$ cat src/rtl/wave_seq_pkg.sv
package wave_seq_pkg;
  typedef enum logic {
    ST_IDLE = 1'b0,
    ST_RUN  = 1'b1
  } run_state_e;
endpackage

$ cat src/rtl/wave_seq_ctrl.sv
module wave_seq_ctrl
  import wave_seq_pkg::*;
#(
  parameter int QUARTERS = 4,
  parameter int QW       = 2,
  parameter int CW       = 2,
  parameter int TW       = 7
) (
  input  logic          clk,
  input  logic          rst_n,
  input  logic          iss_valid,
  input  logic [CW-1:0] iss_ncomp_m1,
  input  logic [TW-1:0] iss_tcount,
  input  logic          slot_steal,
  output logic          idle,
  output logic          step,
  output logic [QW-1:0] quarter,
  output logic [CW-1:0] comp,
  output logic [TW-1:0] tcnt,
  output logic          done
);
  localparam logic [QW-1:0] LAST_Q = QW'(QUARTERS - 1);

  run_state_e    state;
  logic [CW-1:0] last_comp;
  logic          stall;

  assign idle  = (state == ST_IDLE);
  assign stall = (state == ST_RUN) && (quarter == '0) && slot_steal;
  assign step  = (state == ST_RUN) && !stall;

  always_ff @(posedge clk) begin
    if (!rst_n) begin
      state     <= ST_IDLE;
      quarter   <= '0;
      comp      <= '0;
      last_comp <= '0;
      tcnt      <= '0;
      done      <= 1'b0;
    end else begin
      done <= 1'b0;
      if (state == ST_IDLE) begin
        if (iss_valid) begin
          state     <= ST_RUN;
          quarter   <= '0;
          comp      <= '0;
          last_comp <= iss_ncomp_m1;
          tcnt      <= iss_tcount;
        end
      end else if (step) begin
        if (quarter == LAST_Q) begin
          quarter <= '0;
          if (comp == last_comp) begin
            state <= ST_IDLE;
            done  <= 1'b1;
          end else begin
            comp <= comp + 1'b1;
          end
        end else begin
          quarter <= quarter + 1'b1;
        end
      end
    end
  end
endmodule

$ cat src/rtl/wave_seq_mask.sv
module wave_seq_mask #(
  parameter int LANES = 16,
  parameter int QW    = 2,
  parameter int TW    = 7
) (
  input  logic             step,
  input  logic [QW-1:0]    quarter,
  input  logic [TW-1:0]    tcnt,
  output logic [LANES-1:0] en
);
  localparam int LW   = (LANES > 1) ? $clog2(LANES) : 1;
  localparam int IW   = QW + LW;
  localparam int CMPW = (TW > IW) ? TW : IW;

  for (genvar l = 0; l < LANES; l++) begin : g_lane
    logic [IW-1:0] thread_idx;
    assign thread_idx = {quarter, LW'(l)};
    assign en[l] = step && (CMPW'(thread_idx) < CMPW'(tcnt));
  end
endmodule

$ cat src/rtl/wave_seq_alu.sv
module wave_seq_alu #(
  parameter int LANES = 16,
  parameter int DW    = 32
) (
  input  logic [LANES-1:0]    en,
  input  logic [LANES*DW-1:0] a,
  input  logic [LANES*DW-1:0] b,
  output logic [LANES*DW-1:0] y
);
  for (genvar l = 0; l < LANES; l++) begin : g_add
    logic [DW-1:0] sum;
    assign sum = a[l*DW +: DW] + b[l*DW +: DW];
    assign y[l*DW +: DW] = en[l] ? sum : '0;
  end
endmodule

$ cat src/rtl/wave_seq_top.sv
module wave_seq_top #(
  parameter int LANES    = 16,
  parameter int WAVE     = 64,
  parameter int DW       = 32,
  parameter int MAX_COMP = 4,
  localparam int QUARTERS = WAVE / LANES,
  localparam int QW       = (QUARTERS > 1) ? $clog2(QUARTERS) : 1,
  localparam int CW       = (MAX_COMP > 1) ? $clog2(MAX_COMP) : 1,
  localparam int TW       = $clog2(WAVE + 1)
) (
  input  logic                clk,
  input  logic                rst_n,
  input  logic                iss_valid,
  output logic                iss_ready,
  input  logic [CW-1:0]       iss_ncomp_m1,
  input  logic [TW-1:0]       iss_tcount,
  input  logic                slot_steal,
  input  logic [LANES*DW-1:0] opa,
  input  logic [LANES*DW-1:0] opb,
  output logic                step_valid,
  output logic [QW-1:0]       grp_sel,
  output logic [CW-1:0]       comp_sel,
  output logic [LANES-1:0]    lane_en,
  output logic [LANES*DW-1:0] res,
  output logic                busy,
  output logic                done
);
  logic          idle;
  logic          step;
  logic [TW-1:0] tcnt;

  wave_seq_ctrl #(
    .QUARTERS(QUARTERS), .QW(QW), .CW(CW), .TW(TW)
  ) ctrl_i (
    .clk          (clk),
    .rst_n        (rst_n),
    .iss_valid    (iss_valid),
    .iss_ncomp_m1 (iss_ncomp_m1),
    .iss_tcount   (iss_tcount),
    .slot_steal   (slot_steal),
    .idle         (idle),
    .step         (step),
    .quarter      (grp_sel),
    .comp         (comp_sel),
    .tcnt         (tcnt),
    .done         (done)
  );

  wave_seq_mask #(
    .LANES(LANES), .QW(QW), .TW(TW)
  ) mask_i (
    .step    (step),
    .quarter (grp_sel),
    .tcnt    (tcnt),
    .en      (lane_en)
  );

  wave_seq_alu #(
    .LANES(LANES), .DW(DW)
  ) alu_i (
    .en (lane_en),
    .a  (opa),
    .b  (opb),
    .y  (res)
  );

  assign iss_ready  = idle;
  assign busy       = !idle;
  assign step_valid = step;
endmodule

$ cat config.mk
export PLATFORM = sky130hd
export DESIGN_NAME = wave_seq_top
export DESIGN_NICKNAME = d
export VERILOG_FILES = /design/src/rtl/wave_seq_pkg.sv /design/src/rtl/wave_seq_ctrl.sv /design/src/rtl/wave_seq_mask.sv /design/src/rtl/wave_seq_alu.sv /design/src/rtl/wave_seq_top.sv
export SDC_FILE = /design/constraint.sdc
export NUM_CORES = 1
export LEC_CHECK = 0
export BUFFER_PORTS_ARGS = -buffer_cell sky130_fd_sc_hd__buf_2
export CELL_PAD_IN_SITES_DETAIL_PLACEMENT = 1
export CELL_PAD_IN_SITES_GLOBAL_PLACEMENT = 1
export CORE_AREA = 2 2 617 619
export DETAILED_ROUTE_END_ITERATION = 12
export DIE_AREA = 0 0 619 621
export GPL_TIMING_DRIVEN = 0
export PLACE_DENSITY = 0.32
export SYNTH_ARGS = -nofsm -noshare
export SYNTH_HDL_FRONTEND = slang
export SYNTH_SLANG_ARGS = --single-unit
$ cat constraint.sdc
create_clock -name clk -period 4.2 [get_ports clk]
set_clock_uncertainty 0.2 [all_clocks]
set_input_delay 0.21 -clock clk [delete_from_list [all_inputs] [get_ports clk]]
set_output_delay 0.21 -clock clk [all_outputs]
set_load 0.02 [all_outputs]
==> results.txt, run 1 <==
Syn Nets: 5593
Synth Instances: 4039
CP max-delay cell: nor3_1
P&R area growth vs syn: 56.71%
Setup TNS Final: 0 ps
Worst-margin pin slew: 1375 ps
Slew headroom: 0.07661
Nets@finish: 7205
CTS tree: yes
Syn_area_per_cell: 6.760 um^2
# IOs: 1573
Worst EP required: 3790 ps
CP Launch Type: flip-flop
Max-slew violation count: 0
Critical path class: flip-flop to primary output
First-pass GRT wire length: 403.7 mm
Critical Path, Cell by Cell: inv_1 > ha_1 > a21oi_4 > o21a_4 > o21ai_2 > clkbuf_2 > nor3_1 > buf_2
CTS clk-pin slew, worst paths: 60 ps
Area fraction of the dominant cell type after synthesis: 0.2296
Peak supply drop: 96.16 uV
Rows: 226
Async set-reset flop share out of synthesis: 0
Die Ht: 621 um
Clk network pwr share: 0.028
Fin area: 0.04279 mm^2
Worst Setup SP: ctrl_i.quarter[0]$_SDFFE_PN0P_
Drt pass-1 iters: 5
FF-to-FF End: ctrl_i.comp[1]$_SDFFE_PN0P_
Critical Path Max Stage Delay: 1160 ps
Most numerous cell in the Yosys netlist: nor2_1
Die width: 619 um
Worst-Skew Late Latency: 260 ps
Net switching power: 0.004588 W
Register bit total from synthesis: 15
Max-Cap Viols: 0
Total wire length: 313.7 mm
Status: completed
Yosys warns: 0
Placed cell count: 10630
Flop-to-flop setup slack: 2170 ps
Hold slack: 10.84 ps
CTS sink cnt: 15
Switching share of power: 0.6271
Tcrit/Tclk final: 0.9654
Top post-synthesis cells by count: nor2_1 (600), ha_1 (501), a21oi_1 (399)
Share of cells above drive strength 1: 0.3179
Detail Route Antenna Nets: 0
DIE AREA: 0.3844 mm^2
Sequential share of the synthesized area: 0.01100
Fmax: 0.2466 GHz
Post-DP HPWL: 296.4 mm
Vias in the first global route: 40300
Total GRT Usage: 0.1562
Routability cong.: 0.9299
Via/cell ratio: 3.603
Core footprint: 0.3778 mm^2
Final Setup Violations: 0
Initial core utilization: 0.07227
Mapped Area: 0.02730 mm^2
Worst Path Max Fanout: 10
Sequential power share: 0.022
DRC viols: 0
Crit. End Element: primary output
Synth unique cells: 89
Leakage power: 20.75 nW
Reg2reg path depth: 8
WP data arrival: 3640 ps
Vias post-DR: 38590
Fin cells: 10710
PwrDens: 171.0 mW/mm^2
Largest area contributor in the netlist: ha_1
Worst r2r src: ctrl_i.quarter[0]$_SDFFE_PN0P_
Number of port buffers: 1572
Cell area after placement: 0.04155 mm^2
Clock root cell: clkbuf_16
Initial DRC Count: 2010
Gate power share: 0.950
H-Tree Level Count: 1
Min cycle time layout: 4055 ps
Grt ovf: 0
EDFF count, synth: 0
Internal power: 0.002728 W
Critical Path End: res[162]
Clock buffer depth: 2
RSZ-0062 raised after global routing: true
WL/cell: 29.29 um
Final Hold Fails: 0
Initial antenna violation count: 173
Min-delay worst type: input pin to flip-flop
Total CTS buffers: 3
Largest net degree at the start of global routing: 14
Top cells by area, synth: ha_1 (23%), nor2_1 (8.2%), a21o_1 (7.8%)
Top_reg_cell synth: dfxtp_1
cells in the final DEF (no fill, tap or decap), types with 46 or more instances in the layout:
| master | count |
|---|---|
| buf_2 | 1565 |
| nor2_1 | 588 |
| ha_1 | 499 |
| a21oi_1 | 383 |
| a21o_1 | 285 |
| nand2_1 | 250 |
| o21ai_0 | 204 |
| xor2_1 | 196 |
| xnor2_1 | 190 |
| inv_1 | 173 |
| nand3_1 | 98 |
| nor3_1 | 92 |
| nor2b_1 | 80 |
| clkbuf_1 | 76 |
| nand2b_1 | 65 |
| o21bai_1 | 58 |
| a31oi_1 | 54 |
| o21a_1 | 52 |
| nand4_1 | 48 |
| and3_1 | 48 |
| and2_1 | 48 |
| diode_2 | 46 |
stage by stage:
stage                     total power, W    util  worst slack (ps)
final                           0.007316  0.1133             145.2
after global routing            0.007969  0.1131            -2.788
after CTS                       0.007450  0.1123           -0.9517
after detailed placement        0.007034  0.1100             -2009
after global placement          0.007040  0.1097             -2267
after floorplan                 0.003876       -             734.9
power groups by stage:
stage / clock network (W) / registers (W) / logic, W
final: 0.000206 / 0.000161 / 0.00695
after global routing: 0.000220 / 0.000163 / 0.00759
after CTS: 0.000221 / 0.000161 / 0.00707
after detailed placement: 0 / 0.000164 / 0.00687
after global placement: 0 / 0.000164 / 0.00688
after floorplan: 0 / 0.000159 / 0.00372
final cells by class:
cell class              instances  area [um^2]
fillers                     46140       335000
multi-input cells            3745        26610
repair buffers               1611         8307
well taps                    5016         6276
inverters                     177        676.9
plain buffers                  98        424.2
flip-flops and latches         15        300.3
diodes                         46        115.1
clock buffers                   4        78.83
registers in the layout, indices dropped and copies added (netlist names):
| signal | count |
|---|---|
| ctrl_i.tcnt | 7 |
| ctrl_i.comp | 2 |
| ctrl_i.last_comp | 2 |
| ctrl_i.quarter | 2 |
| ctrl_i.done | 1 |
| ctrl_i.state | 1 |
kinds of logic after synthesis:
family / count (synthesis) / share of synthesized area
flops: 15 / 0.01100
compound gates: 1365 / 0.3281
mux: 8 / 0.002933
buf+inv: 279 / 0.03845
fa+ha+maj: 517 / 0.2413
xor+xnor: 394 / 0.1264
simple gates: 1461 / 0.2518
how the worst min path moves through the flow:
stage | slack (ps) | start | cells after the start | to
final | 10 | iss_tcount[2] | 3 | ctrl_i.tcnt[2]$_SDFFE_PN0P_
after CTS | 6 | iss_tcount[2] | 3 | ctrl_i.tcnt[2]$_SDFFE_PN0P_
after detailed placement | 270 | ctrl_i.tcnt[5]$_SDFFE_PN0P_ | 2 | ctrl_i.tcnt[5]$_SDFFE_PN0P_
after global routing | 9 | iss_tcount[2] | 3 | ctrl_i.tcnt[2]$_SDFFE_PN0P_
after global placement | 260 | ctrl_i.tcnt[5]$_SDFFE_PN0P_ | 2 | ctrl_i.tcnt[5]$_SDFFE_PN0P_
after floorplan | 150 | iss_ncomp_m1[1] | 2 | ctrl_i.last_comp[1]$_SDFFE_PN0P_
worst max-delay path: cells and delay by family (launching register included):
| family | cells | cell delay [ps] |
|---|---|---|
| simple gates | 1 | 1160 |
| buf+inv | 3 | 780 |
| compound gates | 3 | 710 |
| flops | 1 | 460 |
| fa+ha+maj | 1 | 260 |
layer usage:
metal  global-route usage  up-vias  share of wire
met5                    0        -         0.0015
met1               0.1780    18990           0.40
met4              0.02480       78          0.020
met3              0.04317      330          0.070
met2               0.2902     1221           0.51
li1                     -    17970              -
what timing repair did:
action / in CTS / in global routing
setup endpoints to repair: 434 / 98
pin swaps: 14 / 15
hold buffers: 1 / 0
gates resized for setup: 130 / 58
endpoints found under the hold margin: 1 / 0
buffers inserted: 26 / 6
gates cloned: 0 / 0
Note: power is estimated with default switching activity, not from simulation.
==> run 2, diff against run 1 <==
- CELL_PAD_IN_SITES_DETAIL_PLACEMENT: 1 -> default
- CELL_PAD_IN_SITES_GLOBAL_PLACEMENT: 1 -> default
- PLACE_DENSITY: 0.32 -> 0.3
==> run 2 against run 1 <==
Clock power is 8% lower. Combinational power is 5.2% lower. Worst setup slack worse by 23 ps. Global-route usage is 0.24 points lower. Routed wire length is 0.96% lower. Total power is 5.1% lower. Count of clock-buffer cells in the layout is 1 lower. Sequential share of layout area hardly changed. Register-to-register slack hardly changed.
==> results.txt, run 2 (synthesized netlist as in run 1, its figures left out) <==
Status: completed (unchanged)
DIE AREA: 0.3844 mm^2 (unchanged)
WL/cell: 29.02 um (was 29.29 um)
Worst-margin pin slew: 1190 ps (was 1375 ps)
Max FFs per register: 7 (unchanged)
Share of cells above drive strength 1: 0.3069 (was 0.3179)
Hold Path Depth: 3 (unchanged)
CTS sink cnt: 15 (unchanged)
Reg with most FFs: ctrl_i.tcnt (unchanged)
Total wire length: 310.7 mm (was 313.7 mm)
DRC viols: 0 (unchanged)
Leakage power: 20.57 nW (was 20.75 nW)
CP Launch Type: input pin (was flip-flop)
Slew headroom: 0.2012 (was 0.07661)
Vias in the first global route: 37420 (was 40300)
Worst Setup SP: opa[0] (was ctrl_i.quarter[0]$_SDFFE_PN0P_)
CTS tree: yes (unchanged)
CTS clk-pin slew, worst paths: 50 ps (was 60 ps)
Min cycle time layout: 4077 ps (was 4055 ps)
Commonest cells after routing, fill and taps aside: buf_2 (1567), nor2_1 (595), ha_1 (501) (was buf_2 (1565), nor2_1 (588), ha_1 (499))
Total GRT Usage: 0.1538 (was 0.1562)
Crit path depth: 15 (was 8)
Worst r2r src: ctrl_i.quarter[0]$_SDFFE_PN0P_ (unchanged)
Min-delay worst type: input pin to flip-flop (unchanged)
Most frequent CP cell: buf_2
Reg2reg path depth: 9 (was 8)
Clock buffer depth: 2 (unchanged)
Max-slew violation count: 0 (unchanged)
Detail Route Antenna Nets: 0 (unchanged)
Drt pass-1 iters: 5 (unchanged)
Total CTS buffers: 3 (unchanged)
CP bufs+invs: 3 (unchanged)
Die width: 619 um (unchanged)
Final Hold Fails: 0 (unchanged)
Tcrit/Tclk final: 0.9708 (was 0.9654)
Via/cell ratio: 3.588 (was 3.603)
Vias post-DR: 38420 (was 38590)
Post-route setup slack: 122.7 ps (was 145.2 ps)
Post-DP HPWL: 292.0 mm (was 296.4 mm)
Worst EP required: 3790 ps (about the same)
Hold path start: iss_tcount[2] (unchanged)
P&R area growth vs syn: 54.81% (was 56.71%)
Initial core utilization: 0.07227 (unchanged)
Worst Path Max Fanout: 3 (was 10)
WP data arrival: 3670 ps (was 3640 ps)
First-pass GRT wire length: 389.9 mm (was 403.7 mm)
Final Setup Violations: 0 (unchanged)
Critical Path Max Stage Delay: 450 ps (was 1160 ps)
Grt ovf: 0 (unchanged)
CP delay by family, top: compound AO/OA/AOI/OAI gates (was simple AND/OR/NAND/NOR gates)
Crit. End Element: primary output (unchanged)
Fin area: 0.04227 mm^2 (was 0.04279 mm^2)
Initial antenna violation count: 237 (was 173)
CP max-delay cell: a31oi_1 (was nor3_1)
Clock root cell: clkbuf_16 (unchanged)
PwrDens: 164.3 mW/mm^2 (was 171.0 mW/mm^2)
Rows: 226 (unchanged)
Initial DRC Count: 2267 (was 2010)
# IOs: 1573 (unchanged)
DP Worst Slack: -2922 ps (was -2009 ps)
Core footprint: 0.3778 mm^2 (unchanged)
Critical Path, Cell by Cell: buf_2 > ha_1 > inv_1 > fa_1 > nor2b_1 > o21a_1 > o21ai_0 > a21oi_1 > a41oi_1 > a21oi_2 > a31oi_1 > o41ai_2 > a221oi_1 > mux2i_1 > buf_2 (was inv_1 > ha_1 > a21oi_4 > o21a_4 > o21ai_2 > clkbuf_2 > nor3_1 > buf_2)
Cell area after placement: 0.04150 mm^2 (was 0.04155 mm^2)
Worst-Skew Late Latency: 250 ps (was 260 ps)
Max-Cap Viols: 0 (unchanged)
Fmax: 0.2453 GHz (was 0.2466 GHz)
Routability cong.: 0.9426 (was 0.9299)
Critical path class: input pin to primary output (was flip-flop to primary output)
Number of port buffers: 1572 (unchanged)
Hold_buf cts: 0 (was 1)
H-Tree Level Count: 1 (unchanged)
Peak supply drop: 94.04 uV (was 96.16 uV)
Largest net degree at the start of global routing: 11 (was 14)
Commonest non-fill, non-tap cell in the layout: buf_2 (unchanged)
Die Ht: 621 um (unchanged)
Nets@finish: 7189 (was 7205)
Setup TNS Final: 0 ps (unchanged)
run 2: per-layer routing:
layer / track usage / up-vias / wire [um]
met5: 0 / - / 721
met4: 0.04794 / 114 / 12710
met3: 0.04822 / 494 / 25930
met2: 0.2678 / 1623 / 148500
met1: 0.1775 / 18190 / 122900
li1: - / 18000 / -
run 2: layout make-up:
type	instances	area (um^2)
fill	44980	335500
multi-input combinational	3745	26300
timing repair buffer	1595	8098
tap	5016	6276
inverter	177	671.9
buffer	98	401.6
sequential	15	300.3
antenna	58	145.1
clock buffer	3	75.07
clock inverter	1	5.005
run 2: worst min-delay path, cell delays in order:
cell      delay, ps
buf_2            90
nand2_1          40
a21boi_0         60
run 2: per-stage QoR:
step	instances	total power, W	utilization	hold slack, ps
after global placement	10630	0.006767	0.1097	269.4
after CTS	10640	0.007003	0.1110	7.639
after floorplan	4039	0.003876	-	154.9
after global routing	10670	0.007542	0.1116	23.04
after detailed placement	10630	0.006714	0.1099	269.2
final	10710	0.006945	0.1119	8.160
run 2: worst paths after layout:
check                                     end  slack [ps]
setup / recovery                      res[28]         120
hold / removal    ctrl_i.tcnt[2]$_SDFFE_PN0P_           8
setup reg to reg  ctrl_i.comp[1]$_SDFFE_PN0P_        2170
hold reg to reg   ctrl_i.tcnt[5]$_SDFFE_PN0P_         270
run 2: repair_timing:
action / in CTS / in global routing
buffers inserted: 9 / 9
resized for setup: 69 / 41
endpoints found under the hold margin: 0 / 0
pin swaps: 0 / 12
endpoints found under the setup margin: 498 / 71
cloned: 0 / 0
run 2: power by group:
part / total (W) / switching (W) / internal, W
clock: 0.000189 / 0.0000619 / 0.000127
sequential: 0.000166 / 0.0000169 / 0.000149
combinational: 0.00659 / 0.00422 / 0.00237
total: 0.00695 / 0.00430 / 0.00265
==> run 3, diff against run 2 <==
- clock period: 4.2 -> 5 ns (I/O delays scaled with it)
==> run 3 against run 2 <==
The run now ends with max-capacitance violations, max-slew violations left. Routed wire length barely moved. Die area unchanged. Core utilization down 0.12 points. Register-to-register slack gained 640 ps. Highest routed layer unchanged. Total power down 17%. Non-clock buffer count is 10 lower. Sequential power is 16% lower.
==> results.txt, run 3 (synthesized netlist as in run 1, its figures left out) <==
Via/cell ratio: 3.578 (was 3.588)
Worst-Skew Late Latency: 250 ps (about the same)
Core footprint: 0.3778 mm^2 (unchanged)
Met3 Use GR: 0.04876 (was 0.04822)
Min cycle time layout: 4874 ps
DIE AREA: 0.3844 mm^2 (unchanged)
Post-DP HPWL: 292.0 mm (unchanged)
Initial core utilization: 0.07227 (unchanged)
Tcrit/Tclk final: 0.9749
CP max-delay cell: nor3_1 (was a31oi_1)
Rows: 226 (unchanged)
WP data arrival: 4420 ps (was 3670 ps)
DP Worst Slack: -2162 ps (was -2922 ps)
GR Util met1: 0.1770 (was 0.1775)
Nets@finish: 7179 (was 7189)
Fin cells: 10700 (was 10710)
Worst-margin pin slew: 1745 ps (was 1190 ps)
Max FFs per register: 7 (unchanged)
Total GRT Usage: 0.1537 (was 0.1538)
DRC viols: 0 (unchanged)
CTS clk-pin slew, worst paths: 50 ps (about the same)
Crit. End Element: primary output (unchanged)
Initial DRC Count: 2382 (was 2267)
Reg with most FFs: ctrl_i.tcnt (unchanged)
GRT Max-Usage Layer: met2 (unchanged)
Critical path class: flip-flop to primary output (was input pin to primary output)
Max-Cap Viols: 1 (was 0)
Leakage power: 20.41 nW (was 20.57 nW)
Min-delay worst type: input pin to flip-flop (unchanged)
Filler cell count: 45030 (was 44980)
CTS sink cnt: 15 (unchanged)
Detail Route Antenna Nets: 0 (unchanged)
Commonest non-fill, non-tap cell in the layout: buf_2 (unchanged)
Largest net degree at the start of global routing: 11 (unchanged)
Fmax: 0.2052 GHz
Placed cell count: 10630 (unchanged)
Post-route setup slack: 125.5 ps (was 122.7 ps)
Drt pass-1 iters: 7 (was 5)
First-pass GRT wire length: 389.8 mm (was 389.9 mm)
Slew headroom: -0.1756 (was 0.2012)
Commonest cells after routing, fill and taps aside: buf_2 (1574), nor2_1 (600), ha_1 (501) (was buf_2 (1567), nor2_1 (595), ha_1 (501))
CP Launch Type: flip-flop (was input pin)
CTS tree: yes (unchanged)
Clock buffer depth: 2 (unchanged)
Peak supply drop: 78.73 uV (was 94.04 uV)
PwrDens: 138.0 mW/mm^2 (was 164.3 mW/mm^2)
Clock root cell: clkbuf_16 (unchanged)
Worst Path Max Fanout: 10 (was 3)
Critical Path Max Stage Delay: 660 ps (was 450 ps)
Final Setup Violations: 0 (unchanged)
RSZ-0062 raised after global routing: false
Total wire length: 310.6 mm (was 310.7 mm)
Die width: 619 um (unchanged)
P&R area growth vs syn: 53.14% (was 54.81%)
Final Hold Fails: 0 (unchanged)
Failing checks: max-capacitance violations, max-slew violations
Total CTS buffers: 3 (unchanged)
Grt ovf: 0 (unchanged)
Max-slew violation count: 5 (was 0)
Worst EP required: 4550 ps (was 3790 ps)
Met2 usage: 0.2676 (was 0.2678)
H-Tree Level Count: 1 (unchanged)
CP delay by family, top: simple AND/OR/NAND/NOR gates (was compound AO/OA/AOI/OAI gates)
Routability cong.: 0.9426 (unchanged)
Critical Path, Cell by Cell: inv_1 > ha_1 > nand2_1 > or3_1 > nand2_1 > clkinvlp_4 > o21ai_0 > clkbuf_1 > nor3_1 > buf_2 (was buf_2 > ha_1 > inv_1 > fa_1 > nor2b_1 > o21a_1 > o21ai_0 > a21oi_1 > a41oi_1 > a21oi_2 > a31oi_1 > o41ai_2 > a221oi_1 > mux2i_1 > buf_2)
Status: complete, but fails checks (was completed)
# IOs: 1573 (unchanged)
Vias post-DR: 38270 (was 38420)
Die Ht: 621 um (unchanged)
Number of port buffers: 1572 (unchanged)
Share of cells above drive strength 1: 0.2943 (was 0.3069)
Most frequent CP cell: nand2_1 (was buf_2)
CP bufs+invs: 4 (was 3)
WL/cell: 29.04 um (was 29.02 um)
Vias in the first global route: 37400 (was 37420)
Initial antenna violation count: 242 (was 237)
==> run 3: cell types whose count changed in the layout (fill, tap and decap cells not counted), moves of 8 or more <==
| cell | before | now |
|---|---|---|
| nor3_2 | 9 | 1 |
| clkbuf_1 | 80 | 94 |
| a21oi_1 | 388 | 398 |
| clkbuf_2 | 14 | 3 |
| nor3_1 | 90 | 98 |
| buf_4 | 24 | 6 |
==> run 3: metal layers <==
metal	routed length (um)	vias to the layer above
met5	726	-
met4	12780	118
li1	-	17980
met3	25850	494
met1	123100	18090
met2	148200	1592
==> run 3: report_power, final <==
part           switching [W]  internal (W)  leakage, nW
sequential         0.0000138      0.000125        0.123
clock              0.0000521      0.000107       0.0412
combinational        0.00352       0.00196         20.2
total                0.00358       0.00219         20.4
==> run 3: path summary, 6_finish.rpt <==
check	startpoint	endpoint	slack [ps]	cells past startpoint
hold reg to reg	ctrl_i.tcnt[5]$_SDFFE_PN0P_	ctrl_i.tcnt[5]$_SDFFE_PN0P_	270	2
setup reg to reg	ctrl_i.quarter[0]$_SDFFE_PN0P_	ctrl_i.comp[1]$_SDFFE_PN0P_	2810	8
hold / removal	iss_tcount[2]	ctrl_i.tcnt[2]$_SDFFE_PN0P_	50	3
setup / recovery	ctrl_i.quarter[0]$_SDFFE_PN0P_	res[260]	130	10
==> run 3: repair_timing <==
| item | in CTS | in global routing |
|---|---|---|
| setup endpoints to repair | 320 | 6 |
| buffers inserted | 6 | 0 |
| hold buffers | 0 | 0 |
| resized for setup | 9 | 2 |
==> run 3: final cells by class <==
class / count / area (um^2) / area share
diodes: 56 / 140.1 / 0.003351
plain buffers: 100 / 381.6 / 0.009127
clock buffers: 3 / 75.07 / 0.001795
clock inverters: 1 / 5.005 / 0.0001197
inverters: 177 / 671.9 / 0.01607
multi-input cells: 3745 / 25970 / 0.6212
flip-flops and latches: 15 / 300.3 / 0.007182
well taps: 5016 / 6276 / 0.1501
repair buffers: 1583 / 7990 / 0.1911
==> run 3: worst min-delay path: stages <==
cell      delay [ps]
buf_2            100
nand2_1           40
a21boi_0          60
==> run 3: through the flow <==
| stage | total power [W] | cell area [um^2] | utilization | hold slack (ps) | TNS (ps) |
|---|---|---|---|---|---|
| floorplan | 0.003256 | 27300 | - | 194.9 | 0 |
| global placement | 0.005684 | 41450 | 0.1097 | 269.4 | -338110 |
| detailed placement | 0.005640 | 41500 | 0.1099 | 269.2 | -232830 |
| CTS | 0.005849 | 41680 | 0.1103 | 47.64 | 0 |
| global route | 0.006266 | 41720 | 0.1104 | 63.03 | 0 |
| finish | 0.005771 | 41810 | 0.1107 | 48.95 | 0 |
